===== src/rtl/fwd_pkg.sv =====
package fwd_pkg;
  localparam int REG_ADDR_W = 5;
  localparam int DATA_W     = 32;
  localparam int SEL_W      = 2;
  localparam int NUM_OPND   = 2;

  typedef logic [SEL_W-1:0] fwd_sel_t;

  localparam fwd_sel_t SEL_REGFILE = 2'b00;
  localparam fwd_sel_t SEL_MEMWB   = 2'b01;
  localparam fwd_sel_t SEL_EXMEM   = 2'b10;
endpackage


===== src/rtl/fwd_hit.sv =====
module fwd_hit #(
  parameter int ADDR_W = 5
) (
  input  logic [ADDR_W-1:0] src,
  input  logic [ADDR_W-1:0] dst,
  input  logic              wen,
  output logic              hit
);
  logic dst_nonzero;

  always_comb begin
    dst_nonzero = |dst;
    hit = wen && dst_nonzero && (dst == src);
  end

  // a hit requires a writing stage with a nonzero destination
  always_comb begin
    if (hit) begin
      p_hit_guard_r5: assert (wen && (dst != '0))
        else $error("hit without write flag or with register 0");
    end
  end
endmodule


===== src/rtl/fwd_pick.sv =====
module fwd_pick
  import fwd_pkg::*;
(
  input  logic     hit_em,
  input  logic     hit_mw,
  output fwd_sel_t sel
);
  always_comb begin
    if (hit_em)      sel = SEL_EXMEM;
    else if (hit_mw) sel = SEL_MEMWB;
    else             sel = SEL_REGFILE;
  end

  always_comb begin
    p_newer_wins_r4: assert (!(hit_em && hit_mw) || sel == SEL_EXMEM)
      else $error("older stage chosen over newer");
    p_sel_legal_r8: assert (sel != 2'b11)
      else $error("illegal select");
  end
endmodule


===== src/rtl/fwd_opmux.sv =====
module fwd_opmux
  import fwd_pkg::*;
#(
  parameter int WIDTH = 32
) (
  input  fwd_sel_t         sel,
  input  logic [WIDTH-1:0] rf_val,
  input  logic [WIDTH-1:0] em_val,
  input  logic [WIDTH-1:0] mw_val,
  output logic [WIDTH-1:0] opnd
);
  always_comb begin
    unique case (sel)
      SEL_EXMEM: opnd = em_val;
      SEL_MEMWB: opnd = mw_val;
      default:   opnd = rf_val;
    endcase
  end
endmodule


===== src/rtl/fwd_unit_top.sv =====
module fwd_unit_top
  import fwd_pkg::*;
#(
  parameter int ADDR_W = REG_ADDR_W,
  parameter int WIDTH  = DATA_W
) (
  input  logic [ADDR_W-1:0] ex_src_a,
  input  logic [ADDR_W-1:0] ex_src_b,
  input  logic [WIDTH-1:0]  rf_val_a,
  input  logic [WIDTH-1:0]  rf_val_b,
  input  logic [ADDR_W-1:0] em_dst,
  input  logic              em_wen,
  input  logic [WIDTH-1:0]  em_result,
  input  logic [ADDR_W-1:0] mw_dst,
  input  logic              mw_wen,
  input  logic [WIDTH-1:0]  mw_value,
  output logic [1:0]        sel_a,
  output logic [1:0]        sel_b,
  output logic [WIDTH-1:0]  opnd_a,
  output logic [WIDTH-1:0]  opnd_b
);
  localparam int N = NUM_OPND;

  logic [ADDR_W-1:0] src_v [N];
  logic [WIDTH-1:0]  rf_v  [N];
  fwd_sel_t          sel_v [N];
  logic [WIDTH-1:0]  op_v  [N];

  assign src_v[0] = ex_src_a;
  assign src_v[1] = ex_src_b;
  assign rf_v[0]  = rf_val_a;
  assign rf_v[1]  = rf_val_b;

  for (genvar i = 0; i < N; i++) begin : g_opnd
    logic hit_em;
    logic hit_mw;

    fwd_hit #(.ADDR_W(ADDR_W)) u_hit_em (
      .src(src_v[i]), .dst(em_dst), .wen(em_wen), .hit(hit_em)
    );
    fwd_hit #(.ADDR_W(ADDR_W)) u_hit_mw (
      .src(src_v[i]), .dst(mw_dst), .wen(mw_wen), .hit(hit_mw)
    );
    fwd_pick u_pick (
      .hit_em(hit_em), .hit_mw(hit_mw), .sel(sel_v[i])
    );
    fwd_opmux #(.WIDTH(WIDTH)) u_mux (
      .sel(sel_v[i]), .rf_val(rf_v[i]), .em_val(em_result),
      .mw_val(mw_value), .opnd(op_v[i])
    );
  end

  assign sel_a  = sel_v[0];
  assign sel_b  = sel_v[1];
  assign opnd_a = op_v[0];
  assign opnd_b = op_v[1];

  // Port-level relations between the selects and the chosen operands
  always_comb begin
    if (sel_a == SEL_EXMEM) begin
      p_opa_em_r2: assert (opnd_a == em_result) else $error("opnd_a not em_result");
    end
    if (sel_a == SEL_MEMWB) begin
      p_opa_mw_r3: assert (opnd_a == mw_value) else $error("opnd_a not mw_value");
    end
    if (sel_b == SEL_REGFILE) begin
      p_opb_rf_r1: assert (opnd_b == rf_val_b) else $error("opnd_b not rf_val_b");
    end
    if (!em_wen && !mw_wen) begin
      p_no_wen_r6: assert (sel_a == SEL_REGFILE && sel_b == SEL_REGFILE)
        else $error("bypass without any write flag");
    end
    if (em_dst == '0 && mw_dst == '0) begin
      p_zero_dst_r5: assert (sel_a == SEL_REGFILE && sel_b == SEL_REGFILE)
        else $error("bypass of register 0");
    end
  end
endmodule


===== config.mk =====
export PLATFORM = sky130hd
export DESIGN_NAME = fwd_unit_top
export DESIGN_NICKNAME = d
export VERILOG_FILES = /design/src/rtl/fwd_pkg.sv /design/src/rtl/fwd_hit.sv /design/src/rtl/fwd_pick.sv /design/src/rtl/fwd_opmux.sv /design/src/rtl/fwd_unit_top.sv
export SDC_FILE = /design/constraint.sdc
export NUM_CORES = 1
export LEC_CHECK = 0
export ABC_AREA = 1
export CAP_MARGIN = 20
export CORE_MARGIN = 2
export CORE_UTILIZATION = 28
export DETAILED_ROUTE_END_ITERATION = 16
export DONT_BUFFER_PORTS = 1
export GPL_ROUTABILITY_DRIVEN = 0
export PLACE_DENSITY = 0.44
export SYNTH_ARGS = -nofsm -noshare
export SYNTH_HDL_FRONTEND = slang
export SYNTH_SLANG_ARGS = --single-unit

===== constraint.sdc =====
create_clock -name vclk -period 3.8
set_clock_uncertainty 0.15 [all_clocks]
set_input_delay 0.76 -clock vclk [all_inputs]
set_output_delay 0.76 -clock vclk [all_outputs]
set_load 0.1 [all_outputs]

==> results of run 1 <==
## layer usage
layer / track usage (%) / wire length [um] / up-vias
li1: - / - / 1401
met1: 26.10 / 3435 / 1341
met2: 40.60 / 4889 / 181
met3: 2.519 / 904 / 6
met4: 2.342 / 73 / 0
met5: 0 / 0 / -
## power groups by stage
stage	Sequential, mW	Combinational (mW)	Clock, mW
finish	0	0.756	0
global route	0	0.780	0
CTS	0	0.759	0
detailed placement	0	0.759	0
global placement	0	0.755	0
floorplan	0	0.504	0
## through the flow
stage / instances / setup WS (ns) / util (%) / power [mW]
4_1_cts: 526 / 0.5528 / 47.00 / 0.7593
6_report: 526 / 0.6101 / 47.00 / 0.7564
5_1_grt: 526 / 0.4407 / 47.00 / 0.7801
3_5_place_dp: 526 / 0.5652 / 47.00 / 0.7586
2_1_floorplan: 390 / 0.1202 / - / 0.5035
3_3_place_gp: 526 / 0.5921 / 47.00 / 0.7550
## final timing paths
check,end,depth (start not counted),startpoint
worst min-delay path,opnd_b[21],3,em_result[21]
worst max-delay path,opnd_b[28],6,ex_src_b[4]
## cells in the mapped netlist
library cell  number
nand2_1          105
xor2_1             6
nand3_4            2
nand3_2            4
buf_2             14
inv_2              6
buf_6             10
nand2_2            1
inv_1             11
nand3_1          194
nor2b_1            1
nor2_1            12
and2b_1            1
xnor2_1            6
nor2_4             2
nor2_2             4
buf_4             11
## cells by family after synthesis
kind of cell	after synthesis
and+or+nand+nor	326
buffers and inverters	52
xor gates and xnor gates	12
## cell type report
| cell class | count | area (um2) |
|---|---|---|
| inverter | 17 | 63.81 |
| timing repair buffer | 75 | 1364 |
| multi-input combinational | 338 | 1663 |
| tap | 96 | 120.1 |
| fill | 707 | 3621 |
## layout by cell type, fill, tap and decap left out, drive strengths merged
master,count
inv,17
nand2,106
nor2,18
xnor2,6
nor2b,1
and2b,1
xor2,6
buf,75
nand3,200
## worst max-delay path: stages
cell	delay (ns)
xnor2_1	0.24
nor2b_1	0.28
nand3_4	0.39
nand3_1	0.25
nand3_1	0.15
buf_12	0.20
==> impl_metrics.json, run 1 <==
{
  "drc": 0,
  "arrival_ns": 2.28,
  "ys_warn_count": 0,
  "timing.setup.tns_ns": 0,
  "design.seq.count": 0,
  "hold_viol": 0,
  "synthMuxAreaShare_pct": 0,
  "grtUsageTotal_pct": 21.24,
  "drv_slew": 0,
  "synthXorXnorAreaFrac_pct": 5.290,
  "die_h_um": 88.24,
  "setup_viol_count_final": 0,
  "crit_fanout": 33,
  "syn-instance-count": 390,
  "rows": 30,
  "core_mm2": 0.006832,
  "p_clk_share_pct": 0,
  "crit_path_end_kind": "output pin",
  "total_leakage_power_nw": 1.459,
  "layout-drive-gt1-share_pct": 22.33,
  "n_antenna_cell": 0,
  "placedInstanceArea_mm2": 0.003211,
  "required_ns": 2.89,
  "combPwrFrac_pct": 100.0,
  "critPathLaunchType": "primary input",
  "slew_headroom_pct": 54.33,
  "synth_cell_type_count": 17,
  "yosysSeqAreaShare_pct": 0,
  "synth_compound_area_share_pct": 0,
  "via_per_inst": 5.568,
  "grt-ovfl-total": 0,
  "start_util_pct": 29.08,
  "cts_resized": 0,
  "layout.nets": 582,
  "via_count": 2929,
  "seqCellArea_um2": 0,
  "rsz0062_at_grt": "false",
  "post_cts_buffers": 0,
  "power.net_switching_mw": 0.5104,
  "synth_area_leaders": "nand3_1, nand2_1, buf_6",
  "synth.largest_area_cell": "nand3_1",
  "hpwlAfterDp_um": 7145,
  "pwr-share-seq_pct": 0,
  "grt_pass1_wl_um": 13490,
  "status": "complete, no violations",
  "swShare_pct": 67.48,
  "drv_cap": 0,
  "syn_nets": 540,
  "fin_crit_sh_pct": 83.94,
  "hold_ws_ns": 1.700,
  "area_growth_pct": 61.59,
  "die_w_um": 88.24,
  "clock_buffer_count": 0,
  "drtIter0Drc": 131,
  "port_buffers": 0,
  "p_int_mw": 0.2460,
  "wl_per_cell_um": 17.68,
  "tightest_slew_ns": 0.6840,
  "ioPinCount": 218,
  "synth_fa_ha_area_share_pct": 0,
  "first_global_vias": 2685,
  "critical_path_class": "primary input to output pin",
  "wl_um": 9302,
  "dieArea_mm2": 0.007786,
  "antenna_found_initial": 0,
  "synth_simple_gate_area_share_pct": 78.15,
  "grt_max_degree": 37,
  "antenna_left": 0,
  "fin_area_mm2": 0.003211,
  "synth_area_per_cell_um2": 5.095,
  "synth_top_family_by_area": "simple AND/OR/NAND/NOR gates",
  "fin_crit_ns": 3.190,
  "first_pass_iters": 4,
  "vdd.ir_drop.worst_mv": 0.1002,
  "hold_buffers": 0,
  "synth_area_mm2": 0.001987,
  "p_per_area_mw_per_mm2": 235.6,
  "fmax_mhz": 313.5,
  "synth_top_area_share_pct": 48.87,
  "hold_path.class": "primary input to output pin"
}
No activity file was read; power rests on OpenSTA's default activity.
==> run 2, diff against run 1 <==
- ABC_AREA: 1 -> 0
- clock period: 3.8 -> 3.2 ns (I/O delays scaled with it)
==> impl_metrics.json, run 2 <==
{
  "status": "complete, no violations",
  "critical_path_class": "primary input to output pin",
  "hold_ws_ns": 1.477,
  "die_w_um": 95.76,
  "slew_headroom_pct": 45.49,
  "rows": 33,
  "fin_area_mm2": 0.004883,
  "p_per_area_mw_per_mm2": 250.6,
  "synth_top_area_share_pct": 20.06,
  "critPathLaunchType": "primary input",
  "synth_area_leaders": "o31ai_1, a31oi_1, nor3_1",
  "ioPinCount": 218,
  "post_cts_buffers": 0,
  "tightest_slew_ns": 0.8176,
  "wl_um": 13160,
  "grt_max_degree": 66,
  "layout-drive-gt1-share_pct": 40.76,
  "fin_crit_sh_pct": 96.41,
  "synth_most_common_cell": "nor3_1",
  "seqCellArea_um2": 0,
  "area_growth_pct": 107.2,
  "max_stage_delay_ns": 0.61,
  "layout.nets": 574,
  "mostFrequentLayoutCell": "buf_12",
  "design.seq.count": 0,
  "dp.cells": 526,
  "required_ns": 2.41,
  "fin_cells": 527,
  "core_mm2": 0.008175,
  "fmax_mhz": 324.1,
  "grt_pass1_wl_um": 19600,
  "vdd.ir_drop.worst_mv": 0.1895,
  "die_h_um": 95.76,
  "first_global_vias": 3571,
  "final_cell_mix": "buf_12, o31ai_1, nor3_1, a31oi_4, nand4_1",
  "grtUsageTotal_pct": 26.89,
  "crit_family": "compound AO/OA/AOI/OAI gates",
  "rsz0062_at_grt": "false",
  "antenna_found_initial": 0,
  "first_pass_iters": 4,
  "synth_area_per_cell_um2": 5.998,
  "synthTopCellsByCount": "nor3_1, a31oi_1, o31ai_1, clkbuf_1, nand4_1",
  "start_util_pct": 28.83,
  "crit_chain": "xor2_1 > or2_2 > o31ai_1 > a31oi_4 > buf_12",
  "drc": 0,
  "grt-ovfl-total": 0,
  "port_buffers": 0,
  "holdPathEnd": "opnd_a[31]",
  "fin_crit_ns": 3.085,
  "drv_slew": 0,
  "hpwlAfterDp_um": 9628,
  "dieArea_mm2": 0.009169,
  "syn_nets": 543,
  "n_antenna_cell": 0,
  "drv_cap": 0,
  "fillers": 710,
  "via_count": 3521,
  "total_leakage_power_nw": 1.465,
  "yosysSeqAreaShare_pct": 0,
  "setup_viol_count_final": 0,
  "p_total_mw": 1.224,
  "placedInstanceArea_mm2": 0.004865,
  "arrival_ns": 2.30,
  "hold_viol": 0,
  "synth_cell_type_count": 26,
  "hold_path.class": "primary input to output pin",
  "drtIter0Drc": 157,
  "wl_per_cell_um": 24.98,
  "synth_area_mm2": 0.002357,
  "via_per_inst": 6.681,
  "clock_buffer_count": 0,
  "critPathSlowestCell": "or2_2",
  "syn-instance-count": 393,
  "min_from": "rf_val_a[31]",
  "synth.largest_area_cell": "o31ai_1",
  "antenna_left": 0,
  "crit_fanout": 33,
  "hold_depth": 3,
  "cp.buffers_inverters": 1,
  "crit_path_end_kind": "output pin",
  "ys_warn_count": 0,
  "fin_util_pct": 59.73
}
[run 2: how the worst max path moves through the flow]
stage                           start    endpoint  depth (start not counted)
after detailed placement    mw_dst[0]   opnd_b[4]                          6
after global placement      mw_dst[0]  opnd_b[13]                          6
after CTS                   mw_dst[0]  opnd_b[13]                          6
after global routing        mw_dst[0]  opnd_b[17]                          6
final                     ex_src_b[3]   opnd_b[5]                          5
after floorplan             em_dst[4]    sel_a[0]                          6
[run 2: per-stage QoR]
stage          setup TNS [ns]  setup WS (ns)
4_1_cts                     0        0.02356
3_5_place_dp                0        0.02247
5_1_grt                     0        0.01963
2_1_floorplan          -2.693        -0.3903
6_report                    0         0.1150
3_3_place_gp                0        0.07062
[run 2: routing by layer]
layer	global-route usage (%)	vias to the layer above	wire, um
met5	0	-	0
met4	3.452	0	143
met3	7.048	14	1469
met2	46.91	181	6382
met1	34.04	1691	5168
li1	-	1635	-
[run 2: area by class of cell]
type	count	area (um2)	share of cell area, %
Multi-Input combinational cell	295	2989	61.21
Timing Repair Buffer	92	1629	33.36
Inverter	35	133.9	2.741
Tap cell	105	131.4	2.690
[run 2: worst min-delay path, stage by stage]
cell and delay (ns):
o31ai_1 0.06, a31oi_2 0.11, buf_12 0.17
[run 2: logic make-up (layout without fill, tap and decap cells)]
family                 count (synthesis)  in the layout  share of synthesized area, %
AND/OR/NAND/NOR                      142            142                         36.15
AO/OA/AOI/OAI                        132            133                         39.33
buffers and inverters                 99            127                         17.09
XOR/XNOR                              20             20                         7.431
[run 2: power breakdown]
part / total, mW / internal, mW / switching (mW)
sequential: 0 / 0 / 0
clock: 0 / 0 / 0
combinational: 1.22 / 0.415 / 0.809
total: 1.22 / 0.415 / 0.809
[run 2: repair_timing]
item | in CTS | in global routing
gates resized for setup | 0 | 1
hold buffers | 0 | 0
setup endpoints to repair | 0 | 32
==> run 3, diff against run 2 <==
- CORE_UTILIZATION: 28 -> 35
- PLACE_DENSITY: 0.44 -> 0.52
==> impl_metrics.json, run 3 (same netlist as run 2, synthesis figures left out) <==
{
  "critPathLaunch": "mw_dst[3]",
  "hold_depth": 3,
  "p_per_area_mw_per_mm2": 250.8,
  "setup_viol_count_final": 0,
  "hold_ws_ns": 1.490,
  "drv_cap": 0,
  "dp.cells": 501,
  "layout-drive-gt1-share_pct": 41.04,
  "antenna_left": 0,
  "clock_buffer_count": 0,
  "first_pass_iters": 5,
  "path_depth": 7,
  "grt_max_degree": 66,
  "slew_headroom_pct": 44.64,
  "tightest_slew_ns": 0.8304,
  "grtUsageTotal_pct": 31.36,
  "via_per_inst": 7.150,
  "wl_um": 12370,
  "hold_buffers": 0,
  "area_growth_pct": 105.8,
  "hold_path.class": "primary input to output pin",
  "total_leakage_power_nw": 1.469,
  "die_w_um": 86.07,
  "ioPinCount": 218,
  "wl_per_cell_um": 24.68,
  "crit_family": "buffers and inverters",
  "die_h_um": 86.07,
  "crit_chain": "nor4_1 > buf_4 > a21bo_4 > buf_12 > or4_1 > a31oi_2 > buf_4",
  "via_count": 3582,
  "required_ns": 2.41,
  "crit_path_end_kind": "output pin",
  "first_global_vias": 3601,
  "vdd.ir_drop.worst_mv": 0.2159,
  "drtIter0Drc": 242,
  "critPathSlowestCell": "or4_1",
  "cp.buffers_inverters": 3,
  "dieArea_mm2": 0.007407,
  "antenna_found_initial": 0,
  "fillers": 439,
  "start_util_pct": 36.70,
  "core_mm2": 0.006422,
  "rows": 29,
  "fin_cells": 501,
  "n_antenna_cell": 0,
  "hold_viol": 0,
  "fmax_mhz": 323.1,
  "hpwlAfterDp_um": 9313,
  "grt-ovfl-total": 0,
  "fin_crit_ns": 3.095,
  "critPathLaunchType": "primary input",
  "mostFrequentLayoutCell": "buf_12",
  "cpMostUsedCell": "buf_4",
  "crit_fanout": 30,
  "drv_slew": 0,
  "design.seq.count": 0,
  "fin_crit_sh_pct": 96.72,
  "fin_util_pct": 75.55,
  "drc": 0,
  "arrival_ns": 2.31,
  "grt_pass1_wl_um": 19020,
  "port_buffers": 0,
  "max_stage_delay_ns": 0.52,
  "endpoint": "opnd_a[31]",
  "critical_path_class": "primary input to output pin",
  "seqCellArea_um2": 0,
  "layout.nets": 576,
  "timing.setup.tns_ns": 0,
  "status": "complete, no violations",
  "rsz0062_at_grt": "false",
  "final_cell_mix": "buf_12, o31ai_1, nor3_1, a31oi_4, nand4_1"
}
-- run 3: cell types whose count changed in the layout (fill, tap and decap cells not counted), sizes merged --
| cell | delta |
|---|---|
| a21boi | -1 |
| buf | +3 |
-- run 3: power breakdown --
group          internal, mW  leakage (nW)  total [mW]  switching [mW]
Clock                     0             0           0               0
Sequential                0             0           0               0
Combinational         0.414          1.47        1.22           0.802
-- run 3: worst min-delay path, cell delays in order --
cell and delay (ns):
o31ai_1 0.08, a31oi_4 0.10, buf_12 0.17
-- run 3: area by class of cell --
cell class,count,area [um2],share of cell area [%]
inverter,35,133.9,2.759
multi-input combinational,294,2970,61.22
tap,77,96.34,1.986
timing repair buffer,95,1652,34.04
-- run 3: how the worst min path moves through the flow --
stage                      start         end  slack, ns
finish              rf_val_a[23]  opnd_a[23]       1.49
global route        rf_val_b[30]  opnd_b[30]       1.50
CTS                 rf_val_b[28]  opnd_b[28]       1.49
detailed placement   rf_val_a[1]   opnd_a[1]       1.49
global placement    rf_val_a[14]  opnd_a[14]       1.49
floorplan           mw_value[24]  opnd_b[24]       1.52
-- run 3: repair_timing --
action,in CTS,in global routing
resized for setup,0,1
endpoints found under the setup margin,0,5
buffers inserted,0,0
-- run 3: routing by layer --
layer | part of all wire (%) | routed length [um] | global-route usage, % | up-vias
met5 | 0 | 0 | 0 | -
met4 | 2.4 | 291 | 7.648 | 0
met3 | 11 | 1359 | 7.315 | 26
met2 | 50 | 6224 | 57.08 | 233
met1 | 36 | 4490 | 36.75 | 1689
li1 | - | - | - | 1634
-- run 3: per-stage QoR --
stage                     area, um2  total power [mW]  worst slack, ns
after floorplan                3341            0.8191          -0.3903
after global placement         4845             1.203           0.1190
after detailed placement       4845             1.212          0.08626
after CTS                      4845             1.213          0.08651
after global routing           4852             1.251          0.04407
final                          4852             1.217           0.1049
